==> src/rtl/stat_cnt_pkg.sv <==
package stat_cnt_pkg;

  localparam int NUM_CNT = 3;

  typedef enum logic [1:0] {
    KIND_HIT  = 2'd0,
    KIND_MISS = 2'd1,
    KIND_UNC  = 2'd2,
    KIND_RSVD = 2'd3
  } acc_kind_e;

  localparam int IDX_HIT  = 0;
  localparam int IDX_MISS = 1;
  localparam int IDX_UNC  = 2;

endpackage

==> src/rtl/stat_evt_decode.sv <==
module stat_evt_decode
  import stat_cnt_pkg::*;
#(
  parameter int NCNT = NUM_CNT
) (
  input  logic            acc_vld,
  input  logic            acc_wr,
  input  logic [1:0]      acc_kind,
  output logic [NCNT-1:0] inc
);

  logic rd_ok;
  assign rd_ok = acc_vld && !acc_wr;

  // one counter per class code; code value equals counter index
  for (genvar g = 0; g < NCNT; g++) begin : g_dec
    assign inc[g] = rd_ok && (acc_kind == 2'(g));
  end

endmodule

==> src/rtl/stat_sat_counter.sv <==
module stat_sat_counter #(
  parameter int CNT_W = 32
) (
  input  logic             clk,
  input  logic             rst,
  input  logic             en,
  input  logic             clr,
  input  logic             inc,
  output logic [CNT_W-1:0] count,
  output logic             sat_pulse
);

  localparam logic [CNT_W-1:0] CNT_MAX  = '1;
  localparam logic [CNT_W-1:0] CNT_LAST = CNT_MAX - 1'b1;

  logic at_max;
  logic bump;
  assign at_max = (count == CNT_MAX);
  assign bump   = en && inc && !at_max;

  always_ff @(posedge clk) begin
    if (rst || clr) begin
      count     <= '0;
      sat_pulse <= 1'b0;
    end else begin
      sat_pulse <= bump && (count == CNT_LAST);
      if (bump) count <= count + 1'b1;
    end
  end

endmodule

==> src/rtl/stat_sat_counters.sv <==
module stat_sat_counters
  import stat_cnt_pkg::*;
#(
  parameter int CNT_W = 32
) (
  input  logic             clk,
  input  logic             rst,
  input  logic             stat_en,
  input  logic             stat_clr,
  input  logic             acc_vld,
  input  logic             acc_wr,
  input  logic [1:0]       acc_kind,
  output logic [CNT_W-1:0] hit_count,
  output logic [CNT_W-1:0] miss_count,
  output logic [CNT_W-1:0] unc_count,
  output logic [2:0]       sat_evt
);

  logic [NUM_CNT-1:0] inc_vec;
  logic [CNT_W-1:0]   cnt_arr [NUM_CNT];
  logic [NUM_CNT-1:0] sat_vec;

  stat_evt_decode #(.NCNT(NUM_CNT)) u_dec (
    .acc_vld (acc_vld),
    .acc_wr  (acc_wr),
    .acc_kind(acc_kind),
    .inc     (inc_vec)
  );

  for (genvar g = 0; g < NUM_CNT; g++) begin : g_cnt
    stat_sat_counter #(.CNT_W(CNT_W)) u_cnt (
      .clk      (clk),
      .rst      (rst),
      .en       (stat_en),
      .clr      (stat_clr),
      .inc      (inc_vec[g]),
      .count    (cnt_arr[g]),
      .sat_pulse(sat_vec[g])
    );
  end

  assign hit_count  = cnt_arr[IDX_HIT];
  assign miss_count = cnt_arr[IDX_MISS];
  assign unc_count  = cnt_arr[IDX_UNC];
  assign sat_evt    = sat_vec;

endmodule

==> config.mk <==
export PLATFORM = sky130hd
export DESIGN_NAME = stat_sat_counters
export DESIGN_NICKNAME = d
export VERILOG_FILES = /design/src/rtl/stat_cnt_pkg.sv /design/src/rtl/stat_evt_decode.sv /design/src/rtl/stat_sat_counter.sv /design/src/rtl/stat_sat_counters.sv
export SDC_FILE = /design/constraint.sdc
export NUM_CORES = 1
export LEC_CHECK = 0
export CORE_MARGIN = 10
export CORE_UTILIZATION = 50
export DETAILED_ROUTE_END_ITERATION = 8
export DONT_BUFFER_PORTS = 1
export GPL_TIMING_DRIVEN = 0
export PLACE_DENSITY = 0.72
export SYNTH_ARGS = -nofsm -noshare
export SYNTH_HDL_FRONTEND = slang
export SYNTH_SLANG_ARGS = --single-unit
==> constraint.sdc <==
create_clock -name clk -period 2.75 [get_ports clk]
set_input_delay 0.55 -clock clk [delete_from_list [all_inputs] [get_ports clk]]
set_output_delay 0.55 -clock clk [all_outputs]
set_load 0.01 [all_outputs]
Word-level counts from Yosys, hierarchy flattened --
Index checks and enable logic that the tools add are counted.
Storage, ports and cells: logic and storage cells 36, bits in registers 99, bits of input ports 8
Operators by class: add/sub/neg operators 3, equality and inequality tests 8, reduce and logical (&&, ||, !) cells 19
Operator list (count):
- $eq 32x32->1 const B | 6
- $add 32x1->32 const B | 3
- $logic_and 1x1->1 | 13
- $logic_not 1->1 | 4
- $eq 2x1->1 const B | 1
- $eq 2x2->1 const B | 1
- $logic_not 2->1 | 1
- $logic_or 1x1->1 | 1

Depth between registers and ports, before layout --
Gate-level depths: netlist (run 1).
depth after elaboration 6, depth in mapped cells 8

Cells and area by module --
A second synthesis (run 1) with hierarchy kept.
Unflattened totals: cell total of the unflattened synthesis 699, area, all modules 5524.0 sq um
By module, submodules not included:
- stat_sat_counter | area an instance 1828.0 sq um, cells an instance 232, instances 3
- stat_evt_decode | area an instance 40.0 sq um, cells an instance 3, instances 1

Worst setup path before layout (run 1) --
OpenSTA, ideal clock, no wires.
kind register to register, start reg g_cnt[1].u_cnt.count[0], end reg g_cnt[1].u_cnt.count[13], data required time 2.635 ns, path buffers 2, data arrival time 2.111 ns, slack 0.524 ns, stages on the path, launching flop included 9, clock period less this slack 2.226 ns, cells stage by stage dfxtp_1 -> ha_1 -> nand4_1 -> or4_2 -> o21ai_1 -> buf_2 -> buf_4 -> nor3_1 -> o21a_1
Between the ends: longest elaborated chain between the ends 3, elaborated cells between the ends (all ways) 4
Ends and longest elaborated chain:
- from (decl) | line stat_sat_counter.sv:9 | output logic [CNT_W-1:0] count,
- from (signal assigned) | line stat_sat_counter.sv:27 | if (bump) count <= count + 1'b1;
- branches (longest 3 deep; another with $add 32x1->32)
Several ways; the timed one is not identified. A chain may end at the register's enable or synchronous reset.

Final worst setup path (run 1) --
start reg g_cnt[0].u_cnt.count[0], end reg g_cnt[0].u_cnt.count[1]
Between the ends: longest elaborated chain between the ends 3, elaborated cells between the ends (all ways) 4
Ends and longest elaborated chain (line):
- from (decl) | stat_sat_counter.sv:9
- from (signal assigned) | stat_sat_counter.sv:27
- branches (longest 3 deep; another with $add 32x1->32)
Several ways; the timed one is not identified.

==> flow_summary.yaml, run 1 <==
clock_tree:
  cts_htree_levels: 3
  root_buffer: "clkbuf_8"
  cts_hold_buf: 0
  clkLatencyLatePin_ns: 0.37
  cts_tree: "built"
  postCtsResizedCells: 0
  post_cts_buffers: 0
  ctsLongestPathBuffers: 2
  cts_buffers: 9
  clkSinkCount: 99
  path_clk_slew_ns: 0.09
critical_path:
  required_ns: 3.02
  critPathKind: "reg -> reg"
  reg2reg_slack_ns: 0.11
  critPathLaunchType: "register"
  crit_path_end_kind: "register"
  crit_fanout: 10
  crit_arrival_ns: 2.92
global_route:
  track_usage_pct: 20.41
  grt_max_degree: 15
  grt_pass1_wl_um: 24960
  antenna_found_initial: 0
  grt_pass1_vias: 4743
  overflow: 0
yosys:
  syn_area_um2: 5239
  synth_seq_cells: 99
  yosysSeqAreaShare_pct: 37.83
  syn_avg_cell_area_um2: 8.173
  synth_fp_nets: 655
  synth.largest_area_cell: "dfxtp_1"
  syn_inst: 641
  synth.distinct_cells: 53
  yosys_warnings: 0
  yosysTopAreaCellShare_pct: 37.83
  ys.flop_type: "dfxtp_1"
  synth_area_leaders: "dfxtp_1, or3_1, a21oi_1"
  synth_edf_count: 0
  async_flop_share_pct: 0
cells_and_area:
  postLayoutCoreUtil_pct: 55.09
  multi_input_area_um2: 3087
  final_layout_size_suffix_gt1_share_pct: 7.798
  num_antenna_cells: 0
  finalNetCount: 666
  layout.cells.most_common: "dfxtp_1"
  syn2layout_area_growth_pct: 8.073
  regArea_um2: 1986
  fillers: 975
  final_cell_mix: "dfxtp_1, nand2_1, or3_1"
drt:
  wire_per_inst_um: 20.02
  initialDrtViolationCount: 426
  num_vias: 5189
  wl_um: 15820
  first_pass_iters: 5
  viasPerCell: 6.568
  ant_nets: 0
  drc_errors: 0
power:
  swShare_pct: 21.85
  internal_power_mw: 1.971
  ir_drop_mv: 0.2681
  clkPwrFrac_pct: 40.3
  pwr-share-comb_pct: 2.8
  netSwitchingPower_uw: 551.2
  power_leakage_nw: 1.684
  cellPowerDensity_nw_per_um2: 445.5
  p_seq_share_pct: 56.9
timing:
  slew_headroom_pct: 47.75
  finalHoldViolCount: 0
  worst_slew_pin_slew_ns: 0.7809
  slew_viol_final: 0
  timing.final.crit_share_pct: 96.15
  fin_skew_ns: 0.01034
  fin_setup_tns_ns: 0
  setup_viol: 0
  max_clock_freq_mhz: 378.2
  fin_crit_ns: 2.644
floorplan:
  io_pins: 107
  rows: 37
  die-width_um: 122.4
  die_h_um: 122.4
  initial_core_util_pct: 50.97
  die_area_um2: 14970
  core_region_area_um2: 10280
placed_design:
  dp.final_hpwl_um: 11540
  place_congestion: 0.9614
  port-buffer-count: 0
worst_hold_path:
  min_path_type: "in -> reg"
outcome:
  status: "finished clean"
job:
  cap_violations: 0
-- power by group through the flow --
stage	combinational, mW	clock (mW)	sequential [mW]
after floorplan	0.0455	0	1.47
after global placement	0.0677	0	1.47
after detailed placement	0.0697	0	1.47
after CTS	0.0701	1.03	1.43
after global routing	0.0775	1.08	1.43
final	0.0703	1.02	1.43
-- layer usage --
metal	global-route usage [%]	part of all wire, %	routed length [um]	vias to the layer above
li1	-	-	-	2451
met1	24.71	40	6343	2508
met2	32.84	47	7469	208
met3	6.933	11	1666	22
met4	7.879	2.1	336	0
met5	0	0	0	-
-- Yosys cell counts (all sizes together) (2+ instances only) --
cell	n
buf	10
nor3	9
a211oi	6
nor2	38
and3	13
o31ai	14
or3	53
nor4	20
xnor2	15
a21oi	51
or4b	3
ha	6
dfxtp	99
o41ai	5
nand2	63
a41o	4
or4	23
nand4	40
and4	8
clkbuf	26
nor4b	4
and2	2
a31oi	4
or2	9
o21a	3
o211ai	5
o21ai	33
nand4bb	2
nand3	30
mux2i	17
o311ai	3
inv	16
-- critical path: stages, from the launching register on --
cell      delay (ns)
dfxtp_1         0.54
ha_1            0.23
nand3_1         0.12
or2_2           0.36
nor4_4          0.46
clkbuf_1        0.43
nor3_1          0.16
o211a_1         0.24
-- layout make-up --
type                       count  area share [%]
multi-input combinational    490           54.52
clock inverter                 3           1.149
tap                          136           3.006
buffer                        36           2.762
inverter                      16           1.061
sequential                    99           35.07
clock buffer                  10           2.431
-- cells by family (layout without fill, tap and decap cells) --
kind of cell    Yosys count  in the layout  share of synthesized area (%)
compound gates          132            132                          15.45
xor+xnor                 16             16                          2.675
fa+ha+maj                 6              6                          1.433
buf+inv                  52             65                          4.132
flops                    99             99                          37.83
mux                      17             17                          3.248
simple gates            319            319                          35.23
-- final timing paths --
path                                         startpoint                       end  cells after the start
worst max-delay path            g_cnt[0].u_cnt.count[0]   g_cnt[0].u_cnt.count[1]                      7
worst min-delay path                                rst  g_cnt[1].u_cnt.count[31]                      2
worst max register to register  g_cnt[0].u_cnt.count[0]   g_cnt[0].u_cnt.count[1]                      7
worst min register to register  g_cnt[0].u_cnt.count[7]   g_cnt[0].u_cnt.count[7]                      2
-- state kept, by name, summed over array words and instances (netlist names) --
register,flops
g_cnt.u_cnt.sat_pulse,3
g_cnt.u_cnt.count,96
-- per-stage QoR --
| step | std cells | setup slack [ns] | instance area [um2] | hold WS [ns] | total power [mW] |
|---|---|---|---|---|---|
| final | 790 | 0.1059 | 5662 | 0.3416 | 2.522 |
| after detailed placement | 777 | -0.1344 | 5409 | 0.5298 | 1.538 |
| after global routing | 790 | -0.01171 | 5662 | 0.3368 | 2.597 |
| after CTS | 790 | 0.004126 | 5612 | 0.3345 | 2.535 |
| after global placement | 777 | -0.1200 | 5409 | 0.5253 | 1.536 |
| after floorplan | 641 | 0.5241 | 5239 | 0.4952 | 1.513 |
Note: power is estimated with default switching activity, not from simulation.
==> run 2: changes to the inputs <==
Settings changed: PLACE_DENSITY 0.72 to 0.74.
==> flow_summary.yaml, run 2 (synthesis results as in run 1) <==
timing:
  fin_crit_ns: 2.553
  max_clock_freq_mhz: 391.8
  rsz0062_at_grt: "false"
  slew_headroom_pct: 47.47
  finalHoldViolCount: 0
  fin_skew_ns: 0.01245
  slew_viol_final: 0
  timing.hold.ws_ns: 0.3280
  timing.final.crit_share_pct: 92.82
  worst_slew_pin_slew_ns: 0.7851
  setup_viol: 0
cells_and_area:
  largest_register_ffs: 96
  num_antenna_cells: 0
  final_cell_mix: "dfxtp_1, nand2_1, or3_1"
  final_layout_size_suffix_gt1_share_pct: 8.333
  largest_register: "g_cnt.u_cnt.count"
  layout.cells.most_common: "dfxtp_1"
  finalNetCount: 669
  syn2layout_area_growth_pct: 8.646
  reg_top3: "g_cnt.u_cnt.count: 96 flops, g_cnt.u_cnt.sat_pulse: 3 flops"
  fillers: 982
critical_path:
  crit_chain: "nand4_4, or4_2, o21ai_2, buf_2, buf_4, o31ai_1, a21oi_1"
  crit_fanout: 10
  critPathLaunchType: "register"
  r2r_start: "g_cnt[1].u_cnt.count[4]"
  crit_family: "simple AND/OR/NAND/NOR gates"
  reg2reg_slack_ns: 0.20
  rr_endpoint: "g_cnt[1].u_cnt.count[19]"
  critPathSlowestCell: "or4_2"
  slowest_delay_ns: 0.72
  required_ns: 3.06
  crit_path_end_kind: "register"
  critPathKind: "reg -> reg"
  worstRegToRegCells: 7
  crit_arrival_ns: 2.86
  path_buf_inv: 2
clock_tree:
  cts_htree_levels: 3
  cts_tree: "built"
  root_buffer: "clkbuf_8"
  cts_buffers: 9
  clkSinkCount: 99
  path_clk_slew_ns: 0.10
  cts_hold_buf: 0
  ctsLongestPathBuffers: 2
  clkLatencyLatePin_ns: 0.39
worst_hold_path:
  min_to: "g_cnt[1].u_cnt.count[31]"
  min_from: "rst"
  min_path_cells: 2
  min_path_type: "in -> reg"
power:
  ir_drop_mv: 0.2248
  power.total_mw: 2.526
  power_leakage_nw: 1.702
  cellPowerDensity_nw_per_um2: 443.8
floorplan:
  core_region_area_um2: 10280
  initial_core_util_pct: 50.97
  rows: 37
  die-width_um: 122.4
  die_h_um: 122.4
  io_pins: 107
  die_area_um2: 14970
placed_design:
  port-buffer-count: 0
  dp.final_hpwl_um: 11530
  place_congestion: 0.9100
outcome:
  status: "finished clean"
global_route:
  grt_use_met2_pct: 33.14
  met3_usage_pct: 7.897
  track_usage_pct: 20.27
  grt_pass1_vias: 4711
  overflow: 0
  antenna_found_initial: 0
  grt_pass1_wl_um: 24790
  grt_max_degree: 16
  grt-busiest-layer: "met2"
  grtUsageMet1_pct: 23.73
job:
  cap_violations: 0
drt:
  wl_um: 15770
  ant_nets: 0
  wire_per_inst_um: 19.82
  initialDrtViolationCount: 378
  drc_errors: 0
  num_vias: 5179
  first_pass_iters: 5
  viasPerCell: 6.506
-- run 2: timing repair --
item	CTS	global route
gates cloned	0	0
pin swaps	0	1
setup endpoints to repair	3	47
setup buffers	0	3
resized for setup	1	9
-- run 2: routing by layer --
metal,up-vias,routed length [um]
met5,-,0
met4,0,276
met2,210,7467
li1,2458,-
met3,26,1647
met1,2485,6383
-- run 2: worst max-delay path by stage --
stage	from	end	slack, ns	cells after the start
final	g_cnt[1].u_cnt.count[4]	g_cnt[1].u_cnt.count[19]	0.20	7
after global routing	g_cnt[1].u_cnt.count[4]	g_cnt[1].u_cnt.count[7]	0.02	7
after CTS	g_cnt[0].u_cnt.count[1]	g_cnt[0].u_cnt.count[1]	0.03	7
after detailed placement	stat_en	g_cnt[2].u_cnt.count[9]	-0.44	6
after global placement	stat_en	g_cnt[2].u_cnt.count[9]	-0.36	6
after floorplan	g_cnt[1].u_cnt.count[0]	g_cnt[1].u_cnt.count[13]	0.52	8
-- run 2: metrics by stage --
stage               instances  cell area [um2]  utilization (%)  setup TNS [ns]  setup slack (ns)
finish                    796             5692            55.38               0            0.1974
global route              796             5692            55.38               0           0.01680
CTS                       793             5629            54.77               0           0.03049
detailed placement        777             5409            52.63          -2.820           -0.4363
global placement          777             5409            52.63          -1.984           -0.3586
floorplan                 641             5239                -               0            0.5241
-- run 2: worst reg2reg max path: stages, from the launching register on --
cell and delay (ns):
dfxtp_1 0.53, nand4_4 0.22, or4_2 0.73, o21ai_2 0.23, buf_2 0.28, buf_4 0.23
o31ai_1 0.11, a21oi_1 0.16
-- run 2: area by class of cell --
class                           count  area, um2  share of cell area, %
Multi-Input combinational cell    490       3083                  54.17
Inverter                           16      60.06                  1.055
Clock inverter                      3      45.04                 0.7914
Tap cell                          136      170.2                  2.990
Sequential cell                    99       1984                  34.86
Buffer                             36      157.7                  2.770
Clock buffer                       13      168.9                  2.968
Timing Repair Buffer                3      22.52                 0.3957
-- run 2: power by group --
| group | internal (mW) | switching (mW) |
|---|---|---|
| Combinational | 0.0171 | 0.0535 |
| Sequential | 1.43 | 0.00162 |
| Clock | 0.496 | 0.525 |
